File: src/rtl/reg_rename.sv
module reg_rename #(
  parameter int NUM_ARCH = 8,
  parameter int NUM_PHYS = 32,
  localparam int AW = $clog2(NUM_ARCH),
  localparam int PW = $clog2(NUM_PHYS),
  localparam int CW = $clog2(NUM_PHYS + 1)
) (
  input  logic          clk,
  input  logic          rst_n,
  input  logic          flush,
  input  logic          alloc_valid,
  input  logic          alloc_has_dst,
  input  logic [AW-1:0] alloc_src1,
  input  logic [AW-1:0] alloc_src2,
  input  logic [AW-1:0] alloc_dst,
  output logic          alloc_grant,
  output logic [PW-1:0] dst_tag,
  output logic          src1_renamed,
  output logic [PW-1:0] src1_tag,
  output logic          src1_ready,
  output logic          src2_renamed,
  output logic [PW-1:0] src2_tag,
  output logic          src2_ready,
  input  logic          wb_valid,
  input  logic [PW-1:0] wb_tag,
  input  logic          cm_valid,
  input  logic [AW-1:0] cm_arch,
  input  logic [PW-1:0] cm_tag
);

  logic [NUM_ARCH-1:0] map_vld;
  logic [PW-1:0]       map_tag [NUM_ARCH];
  logic [NUM_PHYS-1:0] rdy;
  logic [PW-1:0]       fl_mem [NUM_PHYS];
  logic [PW-1:0]       fl_head, fl_tail;
  logic [CW-1:0]       fl_count;

  logic take, give, stale;

  assign alloc_grant = alloc_valid && !flush && (!alloc_has_dst || fl_count != '0);
  assign take        = alloc_grant && alloc_has_dst;
  assign give        = cm_valid && !flush;
  assign stale       = map_vld[cm_arch] && map_tag[cm_arch] == cm_tag;
  assign dst_tag     = fl_mem[fl_head];

  assign src1_renamed = map_vld[alloc_src1];
  assign src1_tag     = map_tag[alloc_src1];
  assign src1_ready   = rdy[src1_tag];
  assign src2_renamed = map_vld[alloc_src2];
  assign src2_tag     = map_tag[alloc_src2];
  assign src2_ready   = rdy[src2_tag];

  function automatic logic [PW-1:0] bump(input logic [PW-1:0] p);
    return (p == PW'(NUM_PHYS - 1)) ? '0 : p + 1'b1;
  endfunction

  always_ff @(posedge clk or negedge rst_n) begin
    if (!rst_n) begin
      map_vld  <= '0;
      rdy      <= '0;
      fl_head  <= '0;
      fl_tail  <= '0;
      fl_count <= CW'(NUM_PHYS);
      for (int i = 0; i < NUM_ARCH; i++) map_tag[i] <= '0;
      for (int i = 0; i < NUM_PHYS; i++) fl_mem[i] <= PW'(i);
    end else if (flush) begin
      map_vld  <= '0;
      fl_head  <= '0;
      fl_tail  <= '0;
      fl_count <= CW'(NUM_PHYS);
      for (int i = 0; i < NUM_PHYS; i++) fl_mem[i] <= PW'(i);
      if (wb_valid) rdy[wb_tag] <= 1'b1;
    end else begin
      if (give && stale) map_vld[cm_arch] <= 1'b0;
      if (take) begin
        map_vld[alloc_dst] <= 1'b1;
        map_tag[alloc_dst] <= dst_tag;
      end
      if (wb_valid) rdy[wb_tag] <= 1'b1;
      if (take) rdy[dst_tag] <= 1'b0;
      if (give) begin
        fl_mem[fl_tail] <= cm_tag;
        fl_tail         <= bump(fl_tail);
      end
      if (take) fl_head <= bump(fl_head);
      fl_count <= fl_count + CW'(give) - CW'(take);
    end
  end

endmodule

File: config.mk
export PLATFORM = sky130hd
export DESIGN_NAME = reg_rename
export DESIGN_NICKNAME = d
export VERILOG_FILES = /design/src/rtl/reg_rename.sv
export SDC_FILE = /design/constraint.sdc
export NUM_CORES = 1
export LEC_CHECK = 0
export ABC_AREA = 1
export BUFFER_PORTS_ARGS = -buffer_cell sky130_fd_sc_hd__buf_2
export CORE_MARGIN = 10
export CORE_UTILIZATION = 31
export DETAILED_ROUTE_END_ITERATION = 16
export PLACE_DENSITY = 0.56
export SKIP_CTS_REPAIR_TIMING = 1
export SLEW_MARGIN = 10
export SYNTH_ARGS = -nofsm -noshare
export SYNTH_HDL_FRONTEND = slang
export SYNTH_SLANG_ARGS = --single-unit
File: constraint.sdc
create_clock -name clk -period 3.4 [get_ports clk]
set_clock_uncertainty 0.05 [all_clocks]
set_input_delay 0 -clock clk [delete_from_list [all_inputs] [get_ports clk]]
set_output_delay 0 -clock clk [all_outputs]
set_load 0.03 [all_outputs]
; Yosys cells after proc, flatten, opt, wreduce, memory -nomap -nowiden
; Cells that the tools add are included.
[classes]
magnitude_cmp = 20
n_bitwise = 13
reduce_logical = 19
muxes = 53
add_sub_neg = 4
eq_ne = 3
[op_table]
columns = op, count
row1 = $mux 160, 2
row2 = $bwmux 160, 1
row3 = $mux 32, 4
row4 = $mux 5, 16
row5 = $bmux 5 s3, 3
row6 = $bwmux 40, 1
row7 = $and 32x32->32, 1
row8 = $mux 8, 4
row9 = $not 32->32, 1
row10 = $or 32x32->32, 1
row11 = $bmux 5 s5, 1
row12 = $demux 5 s5, 1
row13 = $lt 5x6->1 const B, 4
row14 = $ge 4x4->1 const B, 4
row15 = $lt 3x4->1 const B, 4
row16 = $not 3->4, 4
row17 = $demux 5 s3, 1
row18 = $ge 6x6->1 const B, 2
row19 = $logic_and 1x1->1, 12
row20 = $not 5->6, 2
row21 = $add 5x1->5 const B, 2
row22 = $bmux 1 s5, 2
row23 = $demux 1 s5, 2
row24 = $eq 5x5->1 const B, 2
row25 = other kinds (20), 35
[totals]
reg_bits = 256
inputBits = 29

; Depth between registers and ports, before layout
[logic_depth]
word_depth = 12
depth_mapped = 18
ltp_nobuf = 18

; Least setup slack after synthesis
; OpenSTA, ideal clock, no wires.
[synth_path]
path_type = reg-to-reg
from = register fl_count[5]
to = register fl_count[5]
stages_incl_launch_ff = 19
synth_period_minus_slack_ns = 3.175
arrival_time_ns = 3.048
slack_ns = 0.225
required_ns = 3.272
setup_ns = 0.078
cell_sequence = dfstp_2 > inv_1 > ha_1 > a41oi_1 > nand2_1 > clkinv_1 > ha_1 > inv_1 > ha_1 > a21oi_1 > inv_1 > a31oi_1 > nor2_1 > nor2_1 > inv_1 > a21oi_1 > nor2_1 > nor2_1 > nand2_1
[synth_via]
elab_chain_len = 6
word_cells_on_any_way = 7
cone_classes = 2 x add/sub / 1 x mux / 4 x reduce/logical
[synth_lines]
columns = item, line_no
row1 = from (decl), 36  ; logic [CW-1:0] fl_count;
row2 = from (signal assigned), 63  ; fl_count <= CW'(NUM_PHYS);
row3 = from (signal assigned), 70  ; fl_count <= CW'(NUM_PHYS);
row4 = from (signal assigned), 86  ; fl_count <= fl_count + CW'(give) - CW'(take);
row5 = $reduce_bool 6->1, 40  ; assign alloc_grant = alloc_valid && !flush && (!alloc_has_dst || fl_count != '0);
row6 = $logic_or 1x1->1, 40
row7 = $logic_and 1x1->1, 40
row8 = named net alloc_grant, 16  ; output logic alloc_grant,
row9 = $logic_and 1x1->1, 41  ; assign take = alloc_grant && alloc_has_dst;
row10 = $sub 6x1->6, 86
row11 = $mux 6, 66  ; end else if (flush) begin
; The timed path passes the listed nets, and every way through them passes these cells.
; A chain may end at the register's enable or synchronous reset.

; Final worst setup path
[layout_path]
from = register fl_head[0]
to = output port dst_tag[0]
[layout_via]
elab_chain_len = 4
[layout_lines]
columns = item, line_no
row1 = from (decl), 35  ; logic [PW-1:0] fl_head, fl_tail;
row2 = from (signal assigned), 85  ; if (take) fl_head <= bump(fl_head);
row3 = $not 5->6 (not written as such), 44  ; assign dst_tag = fl_mem[fl_head];
row4 = $bmux 5 s5, 44
row5 = $mux 5 (not written as such) (2 in a row), 44
row6 = to (decl), 17  ; output logic [PW-1:0] dst_tag,
; No other way between the ends. The select of a mux whose other input is x is not followed.

==> impl_metrics.tcl <==
set metrics [dict create \
    outcome "finished with violations" \
    violations "hold timing" \
    grt_max_degree 98 \
    drtAntennaViolNets 0 \
    grtUsageTotal_pct 16.66 \
    finish.utilization_pct 35.36 \
    critPathLaunch "fl_head[0]" \
    place_congestion 0.8606 \
    synthesis.nets 2095 \
    yosysTopAreaCell "dfrtp_1" \
    drt_iter0_drc 1484 \
    crit_buf_inv 4 \
    fin_crit_ns 3.109 \
    cp-end-kind "primary output" \
    ios 49 \
    hold_viol 6 \
    num_rows 80 \
    final-setup-viol-count 0 \
    nNetsFinal 2125 \
    rsz0062_at_grt "no" \
    worst_r2r_endpoint "rdy[18]" \
    hold_slack_ns -0.01487 \
    finalCritPeriodShare_pct 91.43 \
    ys_seq_elements 256 \
    path_delay_family "buffers and inverters" \
    min_path_cells 5 \
    worstMarginPinSlew_ns 1.102 \
    path_common_cell "nand3_1" \
    cp_data_required_time_ns 3.35 \
    cts_tree "yes" \
    grt_pass1_wl_mm 77.17 \
    numClockSinks 256 \
    antenna_found_initial 1 \
    start_util_pct 31.43 \
    viasPerCell 5.184 \
    critPathMaxFanout 53 \
    r2r-start "fl_head[0]" \
    cts-root-buf "clkbuf_16" \
    area_growth_pct 12.51 \
    crit_type "reg2out" \
    maxCapViolCount 0 \
    ys_types 44 \
    netlist_instances 2050 \
    dp_hpwl_mm 33.82 \
    hold_class "in2reg" \
    clkTransAtPathRegs_ns 0.06 \
    drc_errors 0 \
    fmaxAchievable_mhz 321.7 \
    coreArea_mm2 0.04795 \
    relSlewSlack_pct 25.96 \
    dieArea_mm2 0.05783 \
    use_met1_pct 22.30 \
    busiest_layer "met2" \
    num_vias 14090 \
    dieHeight_um 240.5 \
    firstDrtPassIters 5 \
    drive_gt1_share_pct 13.70 \
    fin_setup_tns_ns 0 \
    cts_buffer_depth 3 \
    cts_inserted_buffers 29 \
    path_cells "buf_12 -> buf_4 -> nand2_1 -> o211ai_1 -> nand3_1 -> nand3_1 -> nand3_2 -> nand2_2 -> inv_1 -> buf_2" \
    startpoint_type "register" \
    synth_area_leaders "dfrtp_1 (29%), dfstp_2 (14%), nand2_1 (13%)" \
    overflow 0 \
    wl_per_cell_um 17.96 \
    min_from "cm_tag[3]" \
    ys_warn_count 0 \
    cp_slowest_cell "dfrtp_4" \
    portBuffers 48 \
    peakVddDrop_mv 0.4127 \
    reg2reg_slack_ns 0.63 \
    die_w_um 240.5 \
    use_met2_pct 27.53 \
    grt_pass1_vias 13490 \
    min_to "fl_mem[123]" \
    grt_util_met3_pct 2.542 \
    h-tree-depth 1 \
    power.density_mw_per_mm2 532.0 \
    maxSlewViolCount 0 \
    worstPathArrival_ns 3.06 \
    synth.top_cell.area_share_pct 29.06 \
    worstRegToRegCells 13 \
    synth_area_mm2 0.01507 \
    critical_path.max_stage_delay_ns 0.86 \
    clock_latency_ns 0.57 \
    yosysSeqAreaShare_pct 43.19 \
    leakage_nw 7.823 \
    wirelength_mm 48.82 \
    avgSynthCellArea_um2 7.350 \
]
## per-layer routing
layer  up-vias  routed length [µm]
met5         -                   0
met4         0                1207
met3        95                2893
met1      6800               21900
li1       6750                   -
met2       444               22810
## metrics by stage
| step | setup WS (ns) | total power [mW] | std cells | hold slack (ns) | area, µm² |
|---|---|---|---|---|---|
| 6_report | 0.2913 | 9.019 | 2718 | -0.01487 | 16950 |
| 5_1_grt | 0.1502 | 9.507 | 2718 | 0.02426 | 16950 |
| 3_5_place_dp | 0.6903 | 5.734 | 2647 | 0.05472 | 15790 |
| 2_1_floorplan | 0.2247 | 5.122 | 2050 | -0.3456 | 15070 |
| 4_1_cts | 0.3038 | 9.045 | 2700 | -0.5465 | 16780 |
| 3_3_place_gp | 0.7390 | 5.693 | 2647 | 0.05327 | 15790 |
## cell usage in the layout, fill, tap and decap left out, types with 3 or more instances in the layout
master / netlist / final
clkbuf_16: 0 / 29
nand3_2: 10 / 10
nand3_4: 3 / 3
o22ai_1: 49 / 49
inv_1: 258 / 258
clkbuf_1: 22 / 5
nor2_1: 149 / 148
buf_12: 1 / 5
bufinv_16: 0 / 3
o21ai_1: 52 / 52
nand2_2: 8 / 8
nand3_1: 209 / 209
nor2_8: 4 / 4
nand2_4: 4 / 4
clkinv_2: 0 / 7
dfstp_2: 81 / 81
ha_1: 15 / 15
xor2_1: 3 / 3
a21oi_2: 11 / 11
nand4_1: 11 / 11
dfrtp_1: 175 / 173
a21oi_1: 134 / 134
nor3_1: 13 / 13
a31oi_1: 3 / 3
o21ai_0: 164 / 164
buf_2: 26 / 47
nand2_1: 534 / 534
o211ai_1: 14 / 14
clkbuf_8: 0 / 9
nor2_2: 7 / 8
inv_2: 13 / 13
buf_4: 9 / 21
o211ai_2: 18 / 18
dlygate4sd3_1: 0 / 17
## cell usage after synthesis, drive strengths merged
cell type and instances:
or2 1, o21bai 1, and2 1, buf 70, xor2 3, a41oi 1, o22ai 49, o31ai 1
clkbuf 22, inv 271, clkinv 2, o21ai 216, a21oi 145, a31oi 3, ha 15, nand3 222
nand4 11, nor3 13, o2bb2ai 1, nand2 546, nor2 162, dfstp 81, fa 1, o32ai 2
a221oi 2, xnor2 1, o211ai 32, dfrtp 175
## worst reg2reg max path: cells and delay by family, from the launching register on
kind	cells	cell delay [ns]
AO/OA/AOI/OAI	2	0.17
buffers and inverters	2	0.59
flip-flops	1	0.86
AND/OR/NAND/NOR	9	0.97
## power breakdown
part	switching (mW)	leakage, nW	total [mW]	internal (mW)
combinational	1.38	4.14	2.02	0.643
clock	1.31	0.498	3.29	1.98
sequential	0.273	3.19	3.70	3.43
## cell type report
cell class / count / area (µm²)
Multi-Input combinational cell: 1429 / 6972
Sequential cell: 256 / 6513
Antenna cell: 1 / 2.502
Clock inverter: 10 / 125.1
Tap cell: 615 / 769.5
Fill cell: 5106 / 30990
Timing Repair Buffer: 91 / 678.2
Clock buffer: 43 / 868.3
Inverter: 273 / 1025
## worst max-delay path by stage
stage                   to  cells past startpoint
2_1_floorplan  fl_count[5]                     18
3_3_place_gp       rdy[16]                     11
3_5_place_dp       rdy[28]                     11
4_1_cts         dst_tag[0]                     10
5_1_grt         dst_tag[0]                     10
6_report        dst_tag[0]                     10
## flip-flops by register name, summed over array words and instances (netlist names)
signal / count
fl_head: 5
fl_mem: 160
map_tag: 40
map_vld: 8
fl_count: 6
fl_tail: 5
rdy: 32
## logic make-up after synthesis
group / count (synthesis) / share of synthesized area, %
and+or+nand+nor: 956 / 27.54
AOI/OAI and AO/OA: 453 / 17.10
buffers and inverters: 365 / 10.56
DFF: 256 / 43.19
adders and majority gates: 16 / 1.378
xor gates and xnor gates: 4 / 0.2325
Note: power is estimated with default switching activity, not from simulation.
